File: src/rtl/ksg_pkg.sv
package ksg_pkg;
  localparam int N_REG = 3;
  localparam int REG_LEN  [N_REG] = '{19, 22, 23};
  localparam int CLK_POS  [N_REG] = '{8, 10, 10};
  localparam logic [31:0] TAP_MASK [N_REG] = '{32'h0007_2000, 32'h0030_0000, 32'h0070_0080};

  typedef enum logic [2:0] {
    PH_IDLE,
    PH_KEY,
    PH_FRAME,
    PH_WARM,
    PH_RUN,
    PH_FIN
  } phase_e;
endpackage

File: src/rtl/ksg_lfsr.sv
module ksg_lfsr #(
  parameter int          LEN      = 19,
  parameter logic [31:0] TAP_MASK = 32'h0007_2000,
  parameter int          CLK_POS  = 8
) (
  input  logic clk_i,
  input  logic rst_ni,
  input  logic clear_i,
  input  logic shift_i,
  input  logic inj_i,
  output logic clk_bit_o,
  output logic msb_next_o
);
  localparam logic [LEN-1:0] MASK = TAP_MASK[LEN-1:0];

  logic [LEN-1:0] q;
  logic           fb;

  assign fb         = (^(q & MASK)) ^ inj_i;
  assign clk_bit_o  = q[CLK_POS];
  assign msb_next_o = shift_i ? q[LEN-2] : q[LEN-1];

  always_ff @(posedge clk_i or negedge rst_ni) begin
    if (!rst_ni)      q <= '0;
    else if (clear_i) q <= '0;
    else if (shift_i) q <= {q[LEN-2:0], fb};
  end
endmodule

File: src/rtl/ksg_clk_ctrl.sv
module ksg_clk_ctrl #(
  parameter int N = 3
) (
  input  logic         regular_i,
  input  logic         irregular_i,
  input  logic [N-1:0] cbits_i,
  output logic [N-1:0] shift_o
);
  logic maj;

  assign maj = (cbits_i[0] & cbits_i[1]) | (cbits_i[0] & cbits_i[2]) | (cbits_i[1] & cbits_i[2]);

  always_comb begin
    for (int i = 0; i < N; i++) begin
      shift_o[i] = regular_i | (irregular_i & (cbits_i[i] == maj));
    end
  end
endmodule

File: src/rtl/ksg_seq.sv
module ksg_seq
  import ksg_pkg::*;
#(
  parameter int KEY_W     = 64,
  parameter int FRAME_W   = 22,
  parameter int WARM_CYC  = 100,
  parameter int BURST_LEN = 228
) (
  input  logic               clk_i,
  input  logic               rst_ni,
  input  logic               start_i,
  input  logic [KEY_W-1:0]   key_i,
  input  logic [FRAME_W-1:0] frame_i,
  output phase_e             phase_o,
  output logic               clear_o,
  output logic               inj_o,
  output logic               busy_o,
  output logic               done_o
);
  localparam int MAX_A = (KEY_W > FRAME_W) ? KEY_W : FRAME_W;
  localparam int MAX_B = (WARM_CYC > BURST_LEN) ? WARM_CYC : BURST_LEN;
  localparam int MAX_C = (MAX_A > MAX_B) ? MAX_A : MAX_B;
  localparam int CNT_W = $clog2(MAX_C + 1);

  phase_e             phase;
  logic [CNT_W-1:0]   cnt;
  logic [KEY_W-1:0]   key_q;
  logic [FRAME_W-1:0] frame_q;
  logic               last;

  assign phase_o = phase;
  assign busy_o  = (phase != PH_IDLE);
  assign clear_o = (phase == PH_IDLE) && start_i;
  assign inj_o   = (phase == PH_KEY)   ? key_q[0]   :
                   (phase == PH_FRAME) ? frame_q[0] : 1'b0;

  always_comb begin
    unique case (phase)
      PH_KEY:   last = (cnt == CNT_W'(KEY_W - 1));
      PH_FRAME: last = (cnt == CNT_W'(FRAME_W - 1));
      PH_WARM:  last = (cnt == CNT_W'(WARM_CYC - 1));
      PH_RUN:   last = (cnt == CNT_W'(BURST_LEN - 1));
      default:  last = 1'b0;
    endcase
  end

  always_ff @(posedge clk_i or negedge rst_ni) begin
    if (!rst_ni) begin
      phase   <= PH_IDLE;
      cnt     <= '0;
      key_q   <= '0;
      frame_q <= '0;
      done_o  <= 1'b0;
    end else begin
      done_o <= 1'b0;
      unique case (phase)
        PH_IDLE: if (start_i) begin
          phase   <= PH_KEY;
          cnt     <= '0;
          key_q   <= key_i;
          frame_q <= frame_i;
        end
        PH_FIN: begin
          phase  <= PH_IDLE;
          done_o <= 1'b1;
        end
        default: begin
          if (phase == PH_KEY)   key_q   <= {1'b0, key_q[KEY_W-1:1]};
          if (phase == PH_FRAME) frame_q <= {1'b0, frame_q[FRAME_W-1:1]};
          if (last) begin
            cnt <= '0;
            unique case (phase)
              PH_KEY:   phase <= PH_FRAME;
              PH_FRAME: phase <= PH_WARM;
              PH_WARM:  phase <= PH_RUN;
              default:  phase <= PH_FIN;
            endcase
          end else begin
            cnt <= cnt + 1'b1;
          end
        end
      endcase
    end
  end


  cnt_bound_chk: assert property (@(posedge clk_i) disable iff (!rst_ni)
    cnt < CNT_W'(MAX_C));


  done_on_fall_chk: assert property (@(posedge clk_i) disable iff (!rst_ni)
    $fell(busy_o) |-> done_o);


  busy_start_ignored_chk: assert property (@(posedge clk_i) disable iff (!rst_ni)
    (phase != PH_IDLE && phase != PH_FIN && start_i) |=>
      (phase != PH_KEY || $past(phase) == PH_KEY));
endmodule

File: src/rtl/ksg_top.sv
module ksg_top
  import ksg_pkg::*;
#(
  parameter int KEY_W     = 64,
  parameter int FRAME_W   = 22,
  parameter int WARM_CYC  = 100,
  parameter int BURST_LEN = 228
) (
  input  logic               clk_i,
  input  logic               rst_ni,
  input  logic               start_i,
  input  logic [KEY_W-1:0]   key_i,
  input  logic [FRAME_W-1:0] frame_i,
  input  logic               pt_valid_i,
  input  logic               pt_bit_i,
  output logic               busy_o,
  output logic               ks_valid_o,
  output logic               ks_bit_o,
  output logic               ct_valid_o,
  output logic               ct_bit_o,
  output logic               done_o
);
  phase_e           phase;
  logic             clear;
  logic             inj;
  logic [N_REG-1:0] cbits;
  logic [N_REG-1:0] shift_en;
  logic [N_REG-1:0] msb_next;
  logic             run_step;

  ksg_seq #(
    .KEY_W(KEY_W), .FRAME_W(FRAME_W), .WARM_CYC(WARM_CYC), .BURST_LEN(BURST_LEN)
  ) u_seq (
    .clk_i(clk_i), .rst_ni(rst_ni), .start_i(start_i), .key_i(key_i), .frame_i(frame_i),
    .phase_o(phase), .clear_o(clear), .inj_o(inj), .busy_o(busy_o), .done_o(done_o)
  );

  ksg_clk_ctrl #(.N(N_REG)) u_clk (
    .regular_i  (phase == PH_KEY || phase == PH_FRAME),
    .irregular_i(phase == PH_WARM || phase == PH_RUN),
    .cbits_i    (cbits),
    .shift_o    (shift_en)
  );

  for (genvar g = 0; g < N_REG; g++) begin : g_reg
    ksg_lfsr #(
      .LEN(REG_LEN[g]), .TAP_MASK(TAP_MASK[g]), .CLK_POS(CLK_POS[g])
    ) u_lfsr (
      .clk_i(clk_i), .rst_ni(rst_ni), .clear_i(clear), .shift_i(shift_en[g]),
      .inj_i(inj), .clk_bit_o(cbits[g]), .msb_next_o(msb_next[g])
    );
  end

  assign run_step = (phase == PH_RUN);

  always_ff @(posedge clk_i or negedge rst_ni) begin
    if (!rst_ni) begin
      ks_valid_o <= 1'b0;
      ks_bit_o   <= 1'b0;
    end else begin
      ks_valid_o <= run_step;
      ks_bit_o   <= run_step & (^msb_next);
    end
  end

  assign ct_valid_o = pt_valid_i & ks_valid_o;
  assign ct_bit_o   = ct_valid_o & (pt_bit_i ^ ks_bit_o);


  maj_two_move_chk: assert property (@(posedge clk_i) disable iff (!rst_ni)
    (phase == PH_WARM || phase == PH_RUN) |-> $countones(shift_en) >= 2);


  load_all_move_chk: assert property (@(posedge clk_i) disable iff (!rst_ni)
    (phase == PH_KEY || phase == PH_FRAME) |-> (&shift_en));


  valid_in_busy_chk: assert property (@(posedge clk_i) disable iff (!rst_ni)
    ks_valid_o |-> busy_o);
endmodule

File: config.mk
export PLATFORM = sky130hd
export DESIGN_NAME = ksg_top
export DESIGN_NICKNAME = d
export VERILOG_FILES = /design/src/rtl/ksg_pkg.sv /design/src/rtl/ksg_lfsr.sv /design/src/rtl/ksg_clk_ctrl.sv /design/src/rtl/ksg_seq.sv /design/src/rtl/ksg_top.sv
export SDC_FILE = /design/constraint.sdc
export NUM_CORES = 1
export LEC_CHECK = 0
export BUFFER_PORTS_ARGS = -buffer_cell sky130_fd_sc_hd__buf_4
export CORE_MARGIN = 5
export CORE_UTILIZATION = 55
export CTS_BUF_LIST = sky130_fd_sc_hd__clkbuf_4 sky130_fd_sc_hd__clkbuf_8
export CTS_CLUSTER_SIZE = 40
export DETAILED_ROUTE_END_ITERATION = 16
export GPL_ROUTABILITY_DRIVEN = 0
export PLACE_DENSITY = 0.87
export REMOVE_ABC_BUFFERS = 1
export SLEW_MARGIN = 20
export SYNTH_ARGS = -nofsm -noshare
export SYNTH_HDL_FRONTEND = slang
export SYNTH_SLANG_ARGS = --single-unit
File: constraint.sdc
create_clock -name clk_i -period 2.1 [get_ports clk_i]
set_input_delay 0.105 -clock clk_i [delete_from_list [all_inputs] [get_ports clk_i]]
set_output_delay 0.105 -clock clk_i [all_outputs]
set_load 0.05 [all_outputs]
==> report_table.html <==
<table>
<tr><th>Metric</th><th>Value</th></tr>
<tr><th colspan="2">Pwr</th></tr>
<tr><td>Power density relative to cell area</td><td>610 nW/um2</td></tr>
<tr><td>Maximum VDD drop</td><td>823 uV</td></tr>
<tr><td>Cell-internal power</td><td>4.53 mW</td></tr>
<tr><td>Combinational share of power</td><td>6.5%</td></tr>
<tr><td>Pleak</td><td>4.33 nW</td></tr>
<tr><td>Switching power share of the total</td><td>24.7%</td></tr>
<tr><td>Sequential Power Share</td><td>53.0%</td></tr>
<tr><td>Clock network fraction of design power</td><td>40.5%</td></tr>
<tr><td>Switch Pwr</td><td>1.49 mW</td></tr>
<tr><td>Total power draw</td><td>6.02 mW</td></tr>
<tr><th colspan="2">Synth</th></tr>
<tr><td>Register bit total from synthesis</td><td>164</td></tr>
<tr><td>Top cells by count, synth</td><td>242 x nand2_1, 164 x dfrtp_1, 73 x o21ai_0, 68 x mux2i_1, 49 x a21oi_1</td></tr>
<tr><td>Number of warnings issued by yosys</td><td>0</td></tr>
<tr><td>Share of Yosys cell area claimed by the top area cell type</td><td>54.5%</td></tr>
<tr><td>Cell type contributing the most total cell area after synthesis</td><td>dfrtp_1</td></tr>
<tr><td>Most numerous cell in the Yosys netlist</td><td>nand2_1</td></tr>
<tr><td>FFs w/ async S/R, synth</td><td>100%</td></tr>
<tr><td>Syn Area/Cell</td><td>9.31 um2</td></tr>
<tr><td>Cells after synthesis</td><td>809</td></tr>
<tr><td>Main synth FF type</td><td>dfrtp_1</td></tr>
<tr><td>Mapped cell area</td><td>7530 um2</td></tr>
<tr><td>Library cells used by synthesis</td><td>50</td></tr>
<tr><td>Synth area leaders</td><td>dfrtp_1 54%, nand2_1 12%, mux2i_1 9.0%</td></tr>
<tr><td>Number of enable-type register cells in the synthesized netlist</td><td>0</td></tr>
<tr><td>Part of the Yosys area used for sequential elements</td><td>54.5%</td></tr>
<tr><th colspan="2">Setup path</th></tr>
<tr><td>Worst Path Arrival</td><td>2.37 ns</td></tr>
<tr><td>Largest fanout of any net on the critical path</td><td>42</td></tr>
<tr><td>Critical path data required time</td><td>2.41 ns</td></tr>
<tr><td>Kind of end point of the critical path</td><td>flip-flop</td></tr>
<tr><td>Setup Crit Path Kind</td><td>flip-flop to flip-flop</td></tr>
<tr><td>Setup crit start kind</td><td>flip-flop</td></tr>
<tr><th colspan="2">Global route</th></tr>
<tr><td>Largest net degree at the start of global routing</td><td>87</td></tr>
<tr><td>Overall global routing resource usage</td><td>28.0%</td></tr>
<tr><td>Antenna violations before repair</td><td>0</td></tr>
<tr><td>Overflow left after global routing</td><td>0</td></tr>
<tr><td>First-pass GRT wire length</td><td>35.7 mm</td></tr>
<tr><td>Vias in the first global route</td><td>6913</td></tr>
<tr><th colspan="2">Finish</th></tr>
<tr><td>Diode count</td><td>0</td></tr>
<tr><td>Count of non-filler cells in the finished layout</td><td>1175</td></tr>
<tr><td>Ratio of cells with drive above 1 in the final layout</td><td>17.9%</td></tr>
<tr><td>Final non-filler cell area</td><td>9870 um2</td></tr>
<tr><td>Area delta synth-&gt;final</td><td>31.0%</td></tr>
<tr><td>Post-layout util</td><td>73.9%</td></tr>
<tr><td># nets final</td><td>1078</td></tr>
<tr><th colspan="2">Routing</th></tr>
<tr><td>Number of iterations in the first detailed-routing pass</td><td>6</td></tr>
<tr><td>Initial DRC Count</td><td>732</td></tr>
<tr><td>Routed wire length</td><td>21.7 mm</td></tr>
<tr><td>Per-cell routed wire length</td><td>18.5 um</td></tr>
<tr><td>Vias post-DR</td><td>6738</td></tr>
<tr><td>Post-route DRC</td><td>0</td></tr>
<tr><td>Antenna-violating nets left</td><td>0</td></tr>
<tr><td>Post-DR vias/cell</td><td>5.73</td></tr>
<tr><th colspan="2">Clock network</th></tr>
<tr><td>Number of clock buffers inserted by TritonCTS</td><td>17</td></tr>
<tr><td>Num Clock Sinks</td><td>164</td></tr>
<tr><td>Number of buffers on the longest clock path</td><td>2</td></tr>
<tr><td># H-tree levels</td><td>4</td></tr>
<tr><td>Clock latency at the later pin of the worst-skew pair</td><td>0.47 ns</td></tr>
<tr><td>TritonCTS clock tree</td><td>done</td></tr>
<tr><td>Clock root cell</td><td>clkbuf_8</td></tr>
<tr><td>Clock-pin slew on the worst setup and hold paths</td><td>0.10 ns</td></tr>
<tr><th colspan="2">Placement</th></tr>
<tr><td>Port bufs</td><td>96</td></tr>
<tr><td>Cell area reported after detailed placement</td><td>8520 um2</td></tr>
<tr><td>DPL Wire Length</td><td>10.5 mm</td></tr>
<tr><td>Placed cell count</td><td>1052</td></tr>
<tr><th colspan="2">Timing</th></tr>
<tr><td>Slew at the pin closest to its max-slew limit</td><td>0.632 ns</td></tr>
<tr><td>Sum of negative setup slack</td><td>0 ns</td></tr>
<tr><td>Unrepaired setup endpoints after global routing</td><td>yes</td></tr>
<tr><td>Normalized max-slew margin</td><td>57.6%</td></tr>
<tr><td># setup viols final</td><td>0</td></tr>
<tr><td>Number of hold violations in the final report</td><td>0</td></tr>
<tr><td>Setup Skew</td><td>0.0266 ns</td></tr>
<tr><td>Final critical delay including setup and external delays</td><td>2.06 ns</td></tr>
<tr><td>Slew Limit Fails</td><td>0</td></tr>
<tr><td>Fraction of the cycle the final worst path needs</td><td>98.1%</td></tr>
<tr><td>Maximum achievable frequency</td><td>485 MHz</td></tr>
<tr><th colspan="2">Run</th></tr>
<tr><td>Total of max-cap violations</td><td>0</td></tr>
<tr><th colspan="2">Floorplan</th></tr>
<tr><td>Rows</td><td>42</td></tr>
<tr><td>Total Die Area</td><td>16100 um2</td></tr>
<tr><td>Horiz. Die Dim</td><td>127 um</td></tr>
<tr><td>Starting Density</td><td>56.4%</td></tr>
<tr><td>Core ar.</td><td>13300 um2</td></tr>
<tr><td>I/O pin total</td><td>97</td></tr>
<tr><td>Die H</td><td>127 um</td></tr>
<tr><th colspan="2">Outcome</th></tr>
<tr><td>Result of the run</td><td>finished, final reports clean</td></tr>
<tr><th colspan="2">Hold path</th></tr>
<tr><td>Worst min-delay path category</td><td>input pin to flip-flop</td></tr>
</table>
==> path summary, 6_finish.rpt <==
check / from / slack (ns) / end / cells after the start
max: u_seq.phase_o[1] / 0.04 / u_seq.key_q[23] / 5
min: key_i[6] / 0.02 / u_seq.key_q[6] / 3
max reg2reg: u_seq.phase_o[1] / 0.04 / u_seq.key_q[23] / 5
min reg2reg: g_reg[0].u_lfsr.q[10] / 0.48 / g_reg[0].u_lfsr.q[11] / 2
max in group asynchronous: rst_ni / 1.09 / u_seq.key_q[32] / 3
min in group asynchronous: rst_ni / 0.16 / g_reg[2].u_lfsr.q[20] / 2
==> critical path, stage by stage (launching register included) <==
cell,delay (ns)
dfrtp_1,0.45
nor3_4,0.30
buf_12,0.26
buf_12,0.32
mux2i_1,0.15
o21ai_0,0.42
==> per-stage QoR <==
stage          hold WS [ns]  setup WS [ns]
3_5_place_dp         0.0916          0.111
5_1_grt             0.00531        -0.0340
6_report             0.0217         0.0398
2_1_floorplan        -0.191          -5.41
4_1_cts             0.00861         0.0207
3_3_place_gp         0.0887          0.157
==> placed cells by master (no fill, tap or decap), types with 22 or more instances in the layout <==
master         instances
buf_4                123
nor2_1                33
a21oi_1               49
dlygate4sd3_1         84
nand2_1              242
dfrtp_1              164
mux2i_1               68
nand3_1               22
a31oi_1               22
o21ai_0               73
==> kinds of logic after synthesis <==
family,after synthesis,share of synthesized area (%)
adder cells (fa/ha/maj),1,0.166
XOR/XNOR,14,1.63
buffers and inverters,65,3.62
multiplexers,68,9.03
AO/OA/AOI/OAI,164,12.6
AND/OR/NAND/NOR,333,18.5
flip-flops,164,54.5
==> power groups by stage <==
stage	combinational [mW]	clock [mW]	sequential (mW)
global route	0.420	2.61	3.19
floorplan	0.0305	0	3.25
finish	0.389	2.44	3.19
detailed placement	0.241	0	3.25
CTS	0.368	2.41	3.19
global placement	0.237	0	3.25
==> routing by layer <==
| metal | track usage [%] | wire length (um) |
|---|---|---|
| met4 | 13.5 | 1020 |
| met2 | 46.5 | 10900 |
| met3 | 6.97 | 1480 |
| met5 | 0 | 0 |
| met1 | 34.2 | 8310 |
==> timing repair <==
item,4_1_cts,5_1_grt
setup buffers,1,4
cloned,2,0
pin swaps,1,1
endpoints found under the hold margin,133,0
setup endpoints to repair,1,6
gates resized for setup,1,2
hold buffers,84,0
==> layout make-up <==
class | count | area (um2)
repair inverters | 1 | 5.00
fillers | 816 | 3480
well taps | 176 | 220
clock buffers | 18 | 248
inverters | 8 | 33.8
multi-input cells | 580 | 3180
flip-flops and latches | 164 | 4100
clock inverters | 14 | 165
repair buffers | 214 | 1910
==> state kept, by name, summed over array words and instances, names as in the netlist, named ones only <==
register,cells
u_seq.key_q,64
g.u_lfsr.q,64
ks_valid_o,1
u_seq.frame_q,22
u_seq.phase_o,2
ks_bit_o,1
u_seq.done_o,1
u_seq.cnt,8
Note: power is estimated with default switching activity, not from simulation.
